**config.mk**
```make
export PLATFORM = sky130hd
export DESIGN_NAME = msi_cap
export DESIGN_NICKNAME = d
export VERILOG_FILES = /design/src/rtl/msi_cap.sv
export SDC_FILE = /design/constraint.sdc
export NUM_CORES = 1
export LEC_CHECK = 0
export BUFFER_PORTS_ARGS = -buffer_cell sky130_fd_sc_hd__buf_2
export CORE_ASPECT_RATIO = 0.9
export CORE_UTILIZATION = 50
export DETAILED_ROUTE_END_ITERATION = 12
export PLACE_DENSITY = 0.75
export SLEW_MARGIN = 20
export SYNTH_ARGS = -nofsm -noshare
export SYNTH_HDL_FRONTEND = slang
export SYNTH_SLANG_ARGS = --single-unit
```
**constraint.sdc**
```tcl
create_clock -name clk -period 3.1 [get_ports clk]
set_clock_uncertainty 0.05 [all_clocks]
set_input_delay 0.155 -clock clk [delete_from_list [all_inputs] [get_ports clk]]
set_output_delay 0.155 -clock clk [all_outputs]
set_load 0.02 [all_outputs]
```
**src/rtl/msi_cap.sv**
```systemverilog
module msi_cap #(
  parameter int NVEC    = 4,
  parameter bit ADDR64  = 1'b1,
  parameter bit MASKCAP = 1'b1
) (
  input  logic            clk,
  input  logic            rst_n,
  input  logic            cfg_wr,
  input  logic [2:0]      cfg_addr,
  input  logic [3:0]      cfg_be,
  input  logic [31:0]     cfg_wdata,
  output logic [31:0]     cfg_rdata,
  input  logic [NVEC-1:0] irq_req,
  input  logic            intx_req,
  output logic            intx_out,
  output logic            msg_valid,
  input  logic            msg_ready,
  output logic [63:0]     msg_addr,
  output logic [31:0]     msg_data
);
  localparam int LOGN     = $clog2(NVEC);
  localparam logic [2:0] CAP = 3'(LOGN);
  localparam int IDX_DATA = ADDR64 ? 3 : 2;
  localparam int IDX_MASK = IDX_DATA + 1;
  localparam int IDX_PEND = IDX_DATA + 2;
  localparam int NDW      = MASKCAP ? IDX_DATA + 3 : IDX_DATA + 1;

  logic            en, arm;
  logic [2:0]      qsize;
  logic [29:0]     addr_lo;
  logic [31:0]     addr_hi;
  logic [15:0]     data;
  logic [NVEC-1:0] mask, pend, want;

  logic            hit, en_n, arm_n, issue;
  logic [2:0]      qw, qsize_n;
  logic [NVEC-1:0] mask_n, pend_n, want_n, ok_cur, ok_new, cand;
  logic [4:0]      sel;
  logic [15:0]     low_m;
  logic [31:0]     merged, cur, ctrl;

  function automatic logic [31:0] bmerge(logic [31:0] o, logic [31:0] n, logic [3:0] be);
    for (int b = 0; b < 4; b++)
      if (be[b]) o[8*b +: 8] = n[8*b +: 8];
    return o;
  endfunction

  assign ctrl     = {7'd0, MASKCAP, ADDR64, qsize, CAP, en};
  assign intx_out = intx_req & ~en;
  assign low_m    = 16'((32'd1 << qsize) - 1);

  always_comb begin
    case (32'(cfg_addr))
      0:        cur = {ctrl[15:0], 16'd0};
      1:        cur = {addr_lo, 2'b00};
      2:        cur = ADDR64 ? addr_hi : {16'd0, data};
      IDX_DATA: cur = {16'd0, data};
      IDX_MASK: cur = MASKCAP ? 32'(mask) : 32'd0;
      IDX_PEND: cur = MASKCAP ? 32'(pend) : 32'd0;
      default:  cur = 32'd0;
    endcase
  end
  assign cfg_rdata = cur;
  assign merged    = bmerge(cur, cfg_wdata, cfg_be);
  assign hit       = cfg_wr && (32'(cfg_addr) < NDW);

  always_comb begin
    en_n    = (hit && cfg_addr == 3'd0 && cfg_be[2]) ? cfg_wdata[16] : en;
    qw      = (hit && cfg_addr == 3'd0 && cfg_be[2]) ? cfg_wdata[22:20] : qsize;
    qsize_n = (hit && en_n && qw > CAP) ? CAP : qw;
    mask_n  = (MASKCAP && hit && 32'(cfg_addr) == IDX_MASK) ? merged[NVEC-1:0] : mask;
    for (int v = 0; v < NVEC; v++) begin
      ok_cur[v] = (32'(v) >> qsize) == 0;
      ok_new[v] = (32'(v) >> qsize_n) == 0;
    end
    cand = want | (arm ? (pend & ~mask) : '0);
    sel  = 5'd0;
    for (int v = NVEC - 1; v >= 0; v--)
      if (cand[v]) sel = 5'(v);
    issue  = en && (!msg_valid || msg_ready) && |cand;
    pend_n = pend;
    want_n = want;
    if (issue) begin
      if (want[sel]) want_n[sel] = 1'b0;
      else           pend_n[sel] = 1'b0;
    end
    for (int v = 0; v < NVEC; v++)
      if (irq_req[v] && en && ok_cur[v]) begin
        if (MASKCAP && mask[v]) pend_n[v] = 1'b1;
        else                    want_n[v] = 1'b1;
      end
    if (hit && en_n) begin
      pend_n = pend_n & ok_new;
      want_n = want_n & ok_new;
    end
    if (!en_n)    want_n = '0;
    if (!MASKCAP) pend_n = '0;
    arm_n = (hit && en_n) ? 1'b1 : (arm && en_n && |(pend & ~mask));
  end

  always_ff @(posedge clk) begin
    if (!rst_n) begin
      en <= 1'b0; qsize <= 3'd0; addr_lo <= '0; addr_hi <= '0; data <= '0;
      mask <= '0; pend <= '0; want <= '0; arm <= 1'b0;
      msg_valid <= 1'b0; msg_addr <= '0; msg_data <= '0;
    end else begin
      en <= en_n; qsize <= qsize_n; mask <= mask_n; pend <= pend_n;
      want <= want_n; arm <= arm_n;
      if (hit && cfg_addr == 3'd1) addr_lo <= merged[31:2];
      if (hit && ADDR64 && cfg_addr == 3'd2) addr_hi <= merged;
      if (hit && 32'(cfg_addr) == IDX_DATA) data <= merged[15:0];
      if (issue) begin
        msg_valid <= 1'b1;
        msg_addr  <= {ADDR64 ? addr_hi : 32'd0, addr_lo, 2'b00};
        msg_data  <= {16'd0, (data & ~low_m) | (16'(sel) & low_m)};
      end else if (msg_ready) begin
        msg_valid <= 1'b0;
      end
    end
  end

  a_r12_hold_stable: assert property (@(posedge clk) disable iff (!rst_n)
    msg_valid && !msg_ready |=> msg_valid && $stable(msg_addr) && $stable(msg_data));

  a_r6_clamped: assert property (@(posedge clk) disable iff (!rst_n)
    en |-> qsize <= CAP);

  a_r11_send_only_enabled: assert property (@(posedge clk) disable iff (!rst_n)
    $rose(msg_valid) |-> $past(en));

  a_r7_pend_in_range: assert property (@(posedge clk) disable iff (!rst_n)
    en |-> (pend & ~ok_cur) == '0);
endmodule

```
==> out/summary.md <==
The initialized floorplan defines 42 standard-cell rows. Setup repair after global routing left no endpoint under its margin. Traced cell by cell, the critical path runs through nor2b_1 > a2111oi_4 > a31oi_4 > buf_4 > nand3_1 > o21ai_1. The run finished with clean final reports.

After layout, the worst path uses 81.79% of the clock period. Ranked by instance count, the synthesized netlist is headed by sky130_fd_sc_hd__dfxtp_1 (174), sky130_fd_sc_hd__o21ai_0 (121), sky130_fd_sc_hd__a21oi_1 (105), sky130_fd_sc_hd__nand2_1 (89), sky130_fd_sc_hd__nand3_1 (89). The multi-input gate area in the final layout was 3726 sq um; the final design instance area without fill was 9266 sq um. The worst setup path is launched from a flip-flop. Along the worst path, the maximum fanout reaches 37. The number of slew-limit violations in the final report was 0. The count of buffer and inverter cells on the critical path came out at 1.

Overall power consumption: 4.981 mW. 0 antenna diodes ended up in the layout. The clock transition time at the flip-flop clock pins of the worst setup and hold paths was 0.06 ns.

Counting flops with an async set or reset pin after synthesis yields a share of 0%. For the worst-skew pair, the clock arrives at the later sink with an insertion delay of 0.44 ns. Setup violations remaining at the end of the flow were counted as 0. Data on the critical path is required at its endpoint by 3.41 ns. TritonCTS created 17 clock buffers. The tools report the kind of end point of the critical path as a flip-flop. The first TritonRoute pass finished after 8 iterations.

The share of layout cells above drive strength 1 came out at 20.84%. The worst-case reg-to-reg path depth was 6; the cell depth of the worst min-delay path was 3. The die covers 15830 sq um. The root cell of the clock tree is sky130_fd_sc_hd__clkbuf_16.

TritonCTS built the clock tree. The average instance in the mapped netlist occupies 8.026 sq um. The die is 132.5 um wide. Buffers placed on the I/O ports in this run total 159. The routed wire length came out at 21290 um. The tightest min-delay check is of the in -> reg type.

Library cell contributing the largest single delay on the critical path: sky130_fd_sc_hd__a31oi_4. The biggest area consumer among synthesized cells was sky130_fd_sc_hd__dfxtp_1. In this run the power density over the cells is 537.5 nW/um^2. The tools report the area of the mapped netlist as 7665 sq um. The sequential cells in the finished layout cover a total of 3483 sq um.

The critical path is of the reg -> reg type. Subtracting the final worst setup slack from the clock period gives 2.535 ns. The antenna violation net count after detailed routing is 0, and the count of mapped cells out of synthesis is 955.

Summed over all failing endpoints, the final setup total negative slack is 0 ns. The number of warnings printed during yosys synthesis is 0, and the maximum vdd ir drop is 0.0004065 V. The actual transition at the worst max-transition pin came out at 0.8860 ns.

Once placement finished, the instance area stood at 8439 sq um. After synthesis, the cell types taking the most area are sky130_fd_sc_hd__dfxtp_1 (45%), sky130_fd_sc_hd__o21ai_0 (7.9%), sky130_fd_sc_hd__a21oi_1 (6.9%). The clock drives 174 sinks. The number of enable flip-flop cells after synthesis works out to 0. Across the run, the number of max-cap violations was 0. The logic depth of the worst path, buffers included is 6.

The average wire per standard cell was 16.54 um; the initial core utilization was 51.72%. The tools report the number of setup buffers added after CTS as 0. The total I/O pin count is 178, and the iteration-0 DRC count of the detailed router is 624. The delay of the slowest cell on the worst path was 0.75 ns. The total overflow left after global routing is 0.

The global-route wire length before repair is 34510 um. The worst-case headroom to the max-slew limit is 40.93%, and the maximum frequency from static timing analysis is 394.4 MHz. From bottom edge to top edge, the die measures 119.5 um.

The detailed placer's ending HPWL is 13970 um, and the routability-driven placement congestion ratio is 0.9207. Final-report hold violation count: 0. After synthesis the netlist holds a flip-flop and latch count of 174.

The remaining design rule violation count is 0. The tools report the register area share after synthesis as 45.45%. The number of antenna violations at the first check in global routing came out at 0.

At the worst endpoint, the arrival time is 2.84 ns. The tools report the static power due to leakage as 3.786 nW. The via total after detailed routing was 7264; the number of buffers on the longest clock path was 2. Entering global routing, the biggest net connects 117 pins. The run gives 27.66% as the global-route total usage across every layer. The most frequently used flop master after synthesis is sky130_fd_sc_hd__dfxtp_1. Net count of the finished layout: 1125. The run gives 1337 as the number of fillers in the final layout. Kind of cell adding the most delay to the critical path: compound AO/OA/AOI/OAI gates. The number of global-route vias before repair is 6587, and the number of vias per cell is 5.644.

Summed over its instances, the top area cell type makes up 45.45% of the synthesized netlist area. The number of H-tree levels is 4, and the number of distinct library cells after synthesis is 51. Compared with the post-synthesis result, the final layout area differs by 20.89%. The area of the placeable core came out at 14820 sq um. The most frequent cell after synthesis is sky130_fd_sc_hd__dfxtp_1.
registers in the layout, summed over array words and instances, names as in the netlist:
signal / flops
arm: 1
qsize: 3
addr_lo: 30
mask: 4
addr_hi: 32
want: 4
pend: 4
data: 16
msg_data: 16
msg_addr: 62
en: 1
msg_valid: 1
cells in the final DEF, fill, tap and decap left out, types with 20 or more instances in the layout:
cell type | netlist | layout
sky130_fd_sc_hd__dfxtp_1 | 174 | 174
sky130_fd_sc_hd__buf_2 | 14 | 158
sky130_fd_sc_hd__o21ai_0 | 121 | 121
sky130_fd_sc_hd__a21oi_1 | 105 | 105
sky130_fd_sc_hd__nand2_1 | 89 | 89
sky130_fd_sc_hd__nand3_1 | 89 | 89
sky130_fd_sc_hd__nor2_1 | 43 | 43
sky130_fd_sc_hd__o21ai_1 | 39 | 39
sky130_fd_sc_hd__nor3_1 | 32 | 32
sky130_fd_sc_hd__a22oi_1 | 24 | 24
sky130_fd_sc_hd__mux2i_1 | 20 | 20
per-layer routing:
metal	vias up	global-route usage, %	part of all wire [%]
met5	-	0	0
met4	0	9.770	2.1
met3	35	7.365	7.6
met1	3317	37.91	46
met2	309	41.78	44
li1	3603	-	-
logic make-up (layout without fill, tap and decap cells):
kind of cell,after synthesis,count (layout),synth area share [%]
multiplexers,34,34,4.669
other,1,18,0.04892
AND/OR/NAND/NOR,304,304,18.87
flip-flops,174,174,45.45
AO/OA/AOI/OAI,326,326,23.77
adder cells (fa/ha/maj),1,1,0.1632
buffers and inverters,115,232,7.036
where the power goes:
part	switching (mW)	internal (mW)
Combinational	0.227	0.111
Clock	0.908	1.44
Sequential	0.0297	2.27
layout make-up:
type                    count  share of cell area [%]
clock buffers              19                   4.672
clock inverters            13                   2.309
inverters                   8                  0.3241
multi-input cells         683                   40.21
flip-flops and latches    174                   37.59
well taps                 198                   2.674
repair buffers            192                   12.22
through the flow:
| step | util, % | setup slack, ns | cells | hold WS (ns) |
|---|---|---|---|---|
| after floorplan | - | 1.184 | 972 | 0.2756 |
| after global placement | 56.95 | 0.6654 | 1237 | 0.3846 |
| after detailed placement | 56.95 | 0.5836 | 1237 | 0.3873 |
| after CTS | 62.53 | 0.5335 | 1287 | 0.002148 |
| after global routing | 62.53 | 0.2919 | 1287 | 0.02034 |
| final | 62.53 | 0.5646 | 1287 | 0.01805 |
tightest hold or removal path: stages:
cell and delay, ns:
sky130_fd_sc_hd__buf_2 0.09, sky130_fd_sc_hd__a21oi_1 0.09, sky130_fd_sc_hd__a21oi_1 0.12
final timing paths:
| path | startpoint | endpoint | slack [ns] |
|---|---|---|---|
| max | pend[2] | msg_addr[12] | 0.56 |
| min | cfg_wdata[6] | data[6] | 0.02 |
| max reg2reg | pend[2] | msg_addr[12] | 0.56 |
| min reg2reg | msg_addr[26] | msg_addr[26] | 0.39 |
what timing repair did:
action / 4_1_cts / 5_1_grt
gates resized for setup: 0 / 0
hold buffers: 18 / 0
hold endpoints to repair: 30 / 0
Power figures use the tool's default switching activity.
